[src/rtl/ab_pkg.sv]
package ab_pkg;
    localparam int ADDR_W = 32;
    localparam int DATA_W = 32;

    typedef enum logic [1:0] {
        AP_SDRAM = 2'd0,
        AP_REGS  = 2'd1,
        AP_EXT   = 2'd2
    } ap_kind_e;

    typedef enum logic [1:0] {
        BR_IDLE = 2'd0,
        BR_WAIT = 2'd1,
        BR_DONE = 2'd2
    } br_state_e;

    localparam logic [1:0] CFG_MEM_LO  = 2'd0;
    localparam logic [1:0] CFG_MEM_HI  = 2'd1;
    localparam logic [1:0] CFG_REG_BAS = 2'd2;

    typedef struct packed {
        logic [ADDR_W-1:0] mem_lo;
        logic [ADDR_W-1:0] mem_hi;
        logic [ADDR_W-1:0] reg_base;
    } ap_cfg_t;

    function automatic ap_kind_e classify(input logic [ADDR_W-1:0] a,
                                          input ap_cfg_t c,
                                          input int win_bits);
        if ((a >> win_bits) == (c.reg_base >> win_bits))
            return AP_REGS;
        else if (a >= c.mem_lo && a <= c.mem_hi)
            return AP_SDRAM;
        else
            return AP_EXT;
    endfunction
endpackage

[src/rtl/ab_cfg_regs.sv]
module ab_cfg_regs
    import ab_pkg::*;
#(
    parameter logic [ADDR_W-1:0] REG_RESET = 32'hEFE0_0000,
    parameter int WIN_BITS = 21
) (
    input  logic              clk,
    input  logic              rst,
    input  logic              we,
    input  logic [1:0]        sel,
    input  logic [ADDR_W-1:0] wdata,
    output ap_cfg_t           cfg
);
    localparam logic [ADDR_W-1:0] WIN_MASK = {ADDR_W{1'b1}} << WIN_BITS;

    always_ff @(posedge clk) begin
        if (rst) begin
            cfg.mem_lo   <= {ADDR_W{1'b1}};
            cfg.mem_hi   <= '0;
            cfg.reg_base <= REG_RESET & WIN_MASK;
        end else if (we) begin
            case (sel)
                CFG_MEM_LO:  cfg.mem_lo   <= wdata;
                CFG_MEM_HI:  cfg.mem_hi   <= wdata;
                CFG_REG_BAS: cfg.reg_base <= wdata & WIN_MASK;
                default: ;
            endcase
        end
    end
endmodule

[src/rtl/ab_decoder.sv]
module ab_decoder
    import ab_pkg::*;
#(
    parameter int WIN_BITS = 21
) (
    input  logic [ADDR_W-1:0] addr,
    input  ap_cfg_t           cfg,
    output ap_kind_e          kind
);
    always_comb kind = classify(addr, cfg, WIN_BITS);
endmodule

[src/rtl/ab_ext_ctrl.sv]
module ab_ext_ctrl
    import ab_pkg::*;
(
    input  logic              clk,
    input  logic              rst,
    input  logic              start,
    input  logic              we,
    input  logic [ADDR_W-1:0] addr,
    input  logic [DATA_W-1:0] wdata,
    input  logic              ready,
    input  logic [DATA_W-1:0] rdata,
    output br_state_e         state,
    output logic              issue,
    output logic [ADDR_W-1:0] addr_h,
    output logic [DATA_W-1:0] data_h,
    output logic              rd_h
);
    always_ff @(posedge clk) begin
        if (rst) begin
            state  <= BR_IDLE;
            issue  <= 1'b0;
            addr_h <= '0;
            data_h <= '0;
            rd_h   <= 1'b0;
        end else begin
            case (state)
                BR_IDLE: begin
                    if (start) begin
                        addr_h <= addr;
                        rd_h   <= ~we;
                        if (we) data_h <= wdata;
                        issue  <= 1'b1;
                        state  <= BR_WAIT;
                    end
                end
                BR_WAIT: begin
                    issue <= 1'b0;
                    if (ready) begin
                        if (rd_h) data_h <= rdata;
                        state <= BR_DONE;
                    end
                end
                BR_DONE: state <= BR_IDLE;
                default: state <= BR_IDLE;
            endcase
        end
    end
endmodule

[src/rtl/aperture_bridge.sv]
module aperture_bridge
    import ab_pkg::*;
#(
    parameter logic [ADDR_W-1:0] REG_RESET = 32'hEFE0_0000,
    parameter int WIN_BITS = 21
) (
    input  logic              clk,
    input  logic              rst,
    input  logic              cfg_we,
    input  logic [1:0]        cfg_sel,
    input  logic [ADDR_W-1:0] cfg_wdata,
    input  logic              cpu_req,
    input  logic              cpu_we,
    input  logic [ADDR_W-1:0] cpu_addr,
    input  logic [DATA_W-1:0] cpu_wdata,
    output logic              cpu_stall,
    output logic              cpu_rvalid,
    output logic [DATA_W-1:0] cpu_rdata,
    output logic              mem_req,
    output logic              reg_req,
    output logic              bus_req,
    output logic              bus_read,
    output logic [ADDR_W-1:0] bus_addr,
    output logic [DATA_W-1:0] bus_wdata,
    input  logic              bus_ready,
    input  logic [DATA_W-1:0] bus_rdata
);
    ap_cfg_t   cfg;
    ap_kind_e  kind;
    br_state_e state;
    logic      idle;
    logic      start;
    logic      rd_h;
    logic [DATA_W-1:0] data_h;

    ab_cfg_regs #(.REG_RESET(REG_RESET), .WIN_BITS(WIN_BITS)) u_cfg (
        .clk(clk), .rst(rst), .we(cfg_we), .sel(cfg_sel),
        .wdata(cfg_wdata), .cfg(cfg)
    );

    ab_decoder #(.WIN_BITS(WIN_BITS)) u_dec (
        .addr(cpu_addr), .cfg(cfg), .kind(kind)
    );

    assign idle  = (state == BR_IDLE);
    assign start = idle && cpu_req && (kind == AP_EXT);

    ab_ext_ctrl u_ext (
        .clk(clk), .rst(rst), .start(start), .we(cpu_we),
        .addr(cpu_addr), .wdata(cpu_wdata), .ready(bus_ready),
        .rdata(bus_rdata), .state(state), .issue(bus_req),
        .addr_h(bus_addr), .data_h(data_h), .rd_h(rd_h)
    );

    assign mem_req    = idle && cpu_req && (kind == AP_SDRAM);
    assign reg_req    = idle && cpu_req && (kind == AP_REGS);
    assign cpu_stall  = start || (state == BR_WAIT);
    assign cpu_rvalid = (state == BR_DONE) && rd_h;
    assign cpu_rdata  = data_h;
    assign bus_wdata  = data_h;
    assign bus_read   = rd_h;
endmodule

[config.mk]
export PLATFORM = sky130hd
export DESIGN_NAME = aperture_bridge
export DESIGN_NICKNAME = d
export VERILOG_FILES = /design/src/rtl/ab_pkg.sv /design/src/rtl/ab_cfg_regs.sv /design/src/rtl/ab_decoder.sv /design/src/rtl/ab_ext_ctrl.sv /design/src/rtl/aperture_bridge.sv
export SDC_FILE = /design/constraint.sdc
export NUM_CORES = 1
export LEC_CHECK = 0
export BUFFER_PORTS_ARGS = -buffer_cell sky130_fd_sc_hd__buf_2
export CAP_MARGIN = 20
export CORE_MARGIN = 1
export CORE_UTILIZATION = 56
export DETAILED_ROUTE_END_ITERATION = 16
export GPL_TIMING_DRIVEN = 0
export PLACE_DENSITY = 0.95
export SLEW_MARGIN = 10
export SYNTH_ARGS = -nofsm -noshare
export SYNTH_HDL_FRONTEND = slang
export SYNTH_SLANG_ARGS = --single-unit
export TNS_END_PERCENT = 30
[constraint.sdc]
create_clock -name clk -period 7.25 [get_ports clk]
set_input_delay 0.725 -clock clk [delete_from_list [all_inputs] [get_ports clk]]
set_output_delay 0.725 -clock clk [all_outputs]
set_load 0.05 [all_outputs]
==> results.md <==
- Core Footprint: 13190 sq um
- RSZ-0062 raised after global routing: false
- Cell area after synthesis: 7531 sq um
- Max-cap viol count: 0
- Grt total ovfl: 0
- Port-buffer cells: 235
- Clock Tree Buf Depth: 2
- Starting Density: 57.10%
- Share of layout cells above drive strength 1: 29.93%
- Post-synth EDFFs: 0
- Final Max Tran Viols: 0
- Gpl congestion: 0.9178
- Synthesized instance count: 849
- Number of antenna-violating nets in the routed design: 0
- Avg Inst Size Synth: 8.870 sq um
- Drt initial violations: 490
- Finished Layout Cells: 1298
- Final hold vios: 0
- Min-Delay Path Class: reg2reg
- 1st-pass router iterations: 8
- Async SR Flop Fraction: 0%
- Post-CTS setup buffers: 0
- Setup Skew: 0.01146 ns
- Vias post-DR: 7293
- All-Layer GR Usage: 32.58%
- Clock share of power: 38.0%
- Drt drc: 0
- Die height: 118.0 um
- Tmin final: 4.287 ns
- DIE AREA: 13920 sq um
- Synth area leader: dfxtp_1
- Worst Setup End Kind: primary output
- Initial antenna violation count: 6
- Pint: 1.532 mW
- Layout fillers: 953
- CTS tree: done
- Vias per Instance: 5.619
- Drt total wl: 22260 um
- Post-DR wirelength/cell: 17.15 um
- Cts bufs inserted: 17
- NumNets Final: 1303
- Tcrit/Tclk final: 59.13%
- Sw Share: 33.10%
- CP max FO: 10
- CP startpoint kind: input port
- Net Count, Synth: 1049
- Dpl cells: 1260
- Most common cell in the netlist: dfxtp_1
- Row count: 42
- Synth cell types: 42
- Root Buffer: clkbuf_16
- Worst-Skew Late Latency: 0.42 ns
- I/O Pins: 238
- Combinational Power Share: 24.2%
- HPWL Detailed: 16890 um
- Yosys reg bits: 143
- Peak supply drop: 0.1692 mV
- Sequential element share of the synthesized area: 38.01%
- CTS hold repair buffers: 0
- Rel. slew slack: 50.35%
- Number of warnings issued by yosys: 0
- Setup violations, final: 0
- CTS-repair resized insts: 0
- Power Density: 240.2 nW/um^2
- Reg power frac: 37.7%
- Vias in the first global route: 7138
- Worst slew pin tran: 0.7447 ns
- Most instantiated cells after synthesis: 143 x dfxtp_1, 102 x nand2_1, 81 x nor2_1
- Arrival @ worst endpoint: 3.56 ns
- F_max: 233.3 MHz
- Global-route wire length before repair: 35390 um
- Clock transition at path regs: 0.06 ns
- Crit Path Class: in2out
- Max H-tree Level: 4
- Static leakage: 4.557 nW
- Synth top area cells: dfxtp_1 38%, ha_1 11%, mux2i_1 8.5%
- Layout area overhead: 26.55%
- Post-Route Setup TNS: 0 ns
- Largest net degree at the start of global routing: 17
- Yosys top cell area share: 38.01%
- Most used DFF post-synth: dfxtp_1
- Status: finished, final reports clean
- Required @ worst endpoint: 6.52 ns
- Clock Sinks: 143
- Switch Pwr: 757.8 uW
- Die width: 118.0 um
[kinds of logic (layout without fill, tap and decap cells)]
| group | after synthesis | count (layout) | share of synthesized area, % |
|---|---|---|---|
| and+or+nand+nor | 237 | 237 | 13.79 |
| AOI/OAI and AO/OA | 181 | 181 | 18.28 |
| buffers and inverters | 149 | 416 | 9.503 |
| DFF | 143 | 143 | 38.01 |
| adders and majority gates | 64 | 64 | 10.63 |
| muxes | 64 | 64 | 8.506 |
| xor gates and xnor gates | 11 | 11 | 1.279 |
| other | 0 | 6 | 0 |
[registers in the layout, indices dropped and copies added (netlist names)]
signal        flops
u_ext.data_h     32
u_ext.addr_h     32
u_ext.issue       1
u_cfg.cfg        75
u_ext.rd_h        1
u_ext.state       2
[worst paths after layout]
check | start | endpoint | slack, ns | cells past startpoint
setup / recovery | cpu_addr[19] | cpu_stall | 2.96 | 12
hold / removal | u_cfg.cfg[43] | u_cfg.cfg[43] | 0.46 | 2
setup reg to reg | u_cfg.cfg[81] | u_ext.addr_h[26] | 4.18 | 12
hold reg to reg | u_cfg.cfg[43] | u_cfg.cfg[43] | 0.46 | 2
[through the flow]
step,hold slack [ns],util (%),area [sq um],worst slack (ns),power (mW)
after floorplan,0.4363,-,7531,3.518,1.271
after global placement,0.4417,67.68,8927,3.038,1.411
after detailed placement,0.4473,67.68,8927,3.013,1.429
after CTS,0.4561,72.14,9515,2.945,2.292
after global routing,0.4737,72.23,9528,2.793,2.372
final,0.4556,72.25,9530,2.963,2.289
[routing by layer]
layer	vias up	part of all wire [%]	track usage, %
li1	3453	-	-
met1	3422	38	35.66
met2	344	51	58.71
met3	72	7.4	6.734
met4	2	3.7	17.39
met5	-	0.058	0
[area by class of cell]
type	instances	area, sq um	area share (%)
multi-input combinational	557	3953	41.47
sequential	143	2863	30.04
timing repair buffer	235	1176	12.34
buffer	85	475.5	4.989
clock buffer	17	425.4	4.464
inverter	64	240.2	2.521
tap	176	220.2	2.311
clock inverter	15	162.7	1.707
antenna	6	15.01	0.1575
[layout by cell type, fill, tap and decap left out, types with 3 or more instances in the layout]
cell	netlist	routed
inv_6	0	3
a211o_1	33	33
clkinvlp_4	0	5
a21o_1	7	7
nand2_1	102	102
nor4_1	4	4
buf_2	2	237
a21oi_1	58	58
clkbuf_1	42	42
mux2i_1	64	64
ha_1	64	64
a211oi_2	21	21
nand3b_1	11	11
nor2_1	81	81
nand3_1	12	12
nor2b_1	3	3
diode_2	0	6
dfxtp_1	143	143
a211oi_1	46	46
nand4_1	12	12
inv_1	64	64
nand2b_1	3	3
o21ai_1	3	3
xor2_1	11	11
clkbuf_16	0	17
buf_4	39	39
[power groups by stage]
stage	clock (mW)	combinational, mW	sequential, mW
2_1_floorplan	0	0.291	0.980
3_3_place_gp	0	0.534	0.878
3_5_place_dp	0	0.549	0.880
4_1_cts	0.875	0.554	0.864
6_report	0.871	0.554	0.864
5_1_grt	0.911	0.592	0.869
[critical path: stages]
cell       delay (ns)
buf_2            0.13
ha_1             0.31
a21oi_1          0.16
o21ai_1          0.10
a221o_1          0.39
a2111oi_2        0.43
o21ai_1          0.22
a21oi_4          0.30
buf_4            0.23
buf_6            0.17
nand2b_1         0.11
buf_2            0.28
(Power assumes the default switching activity.)
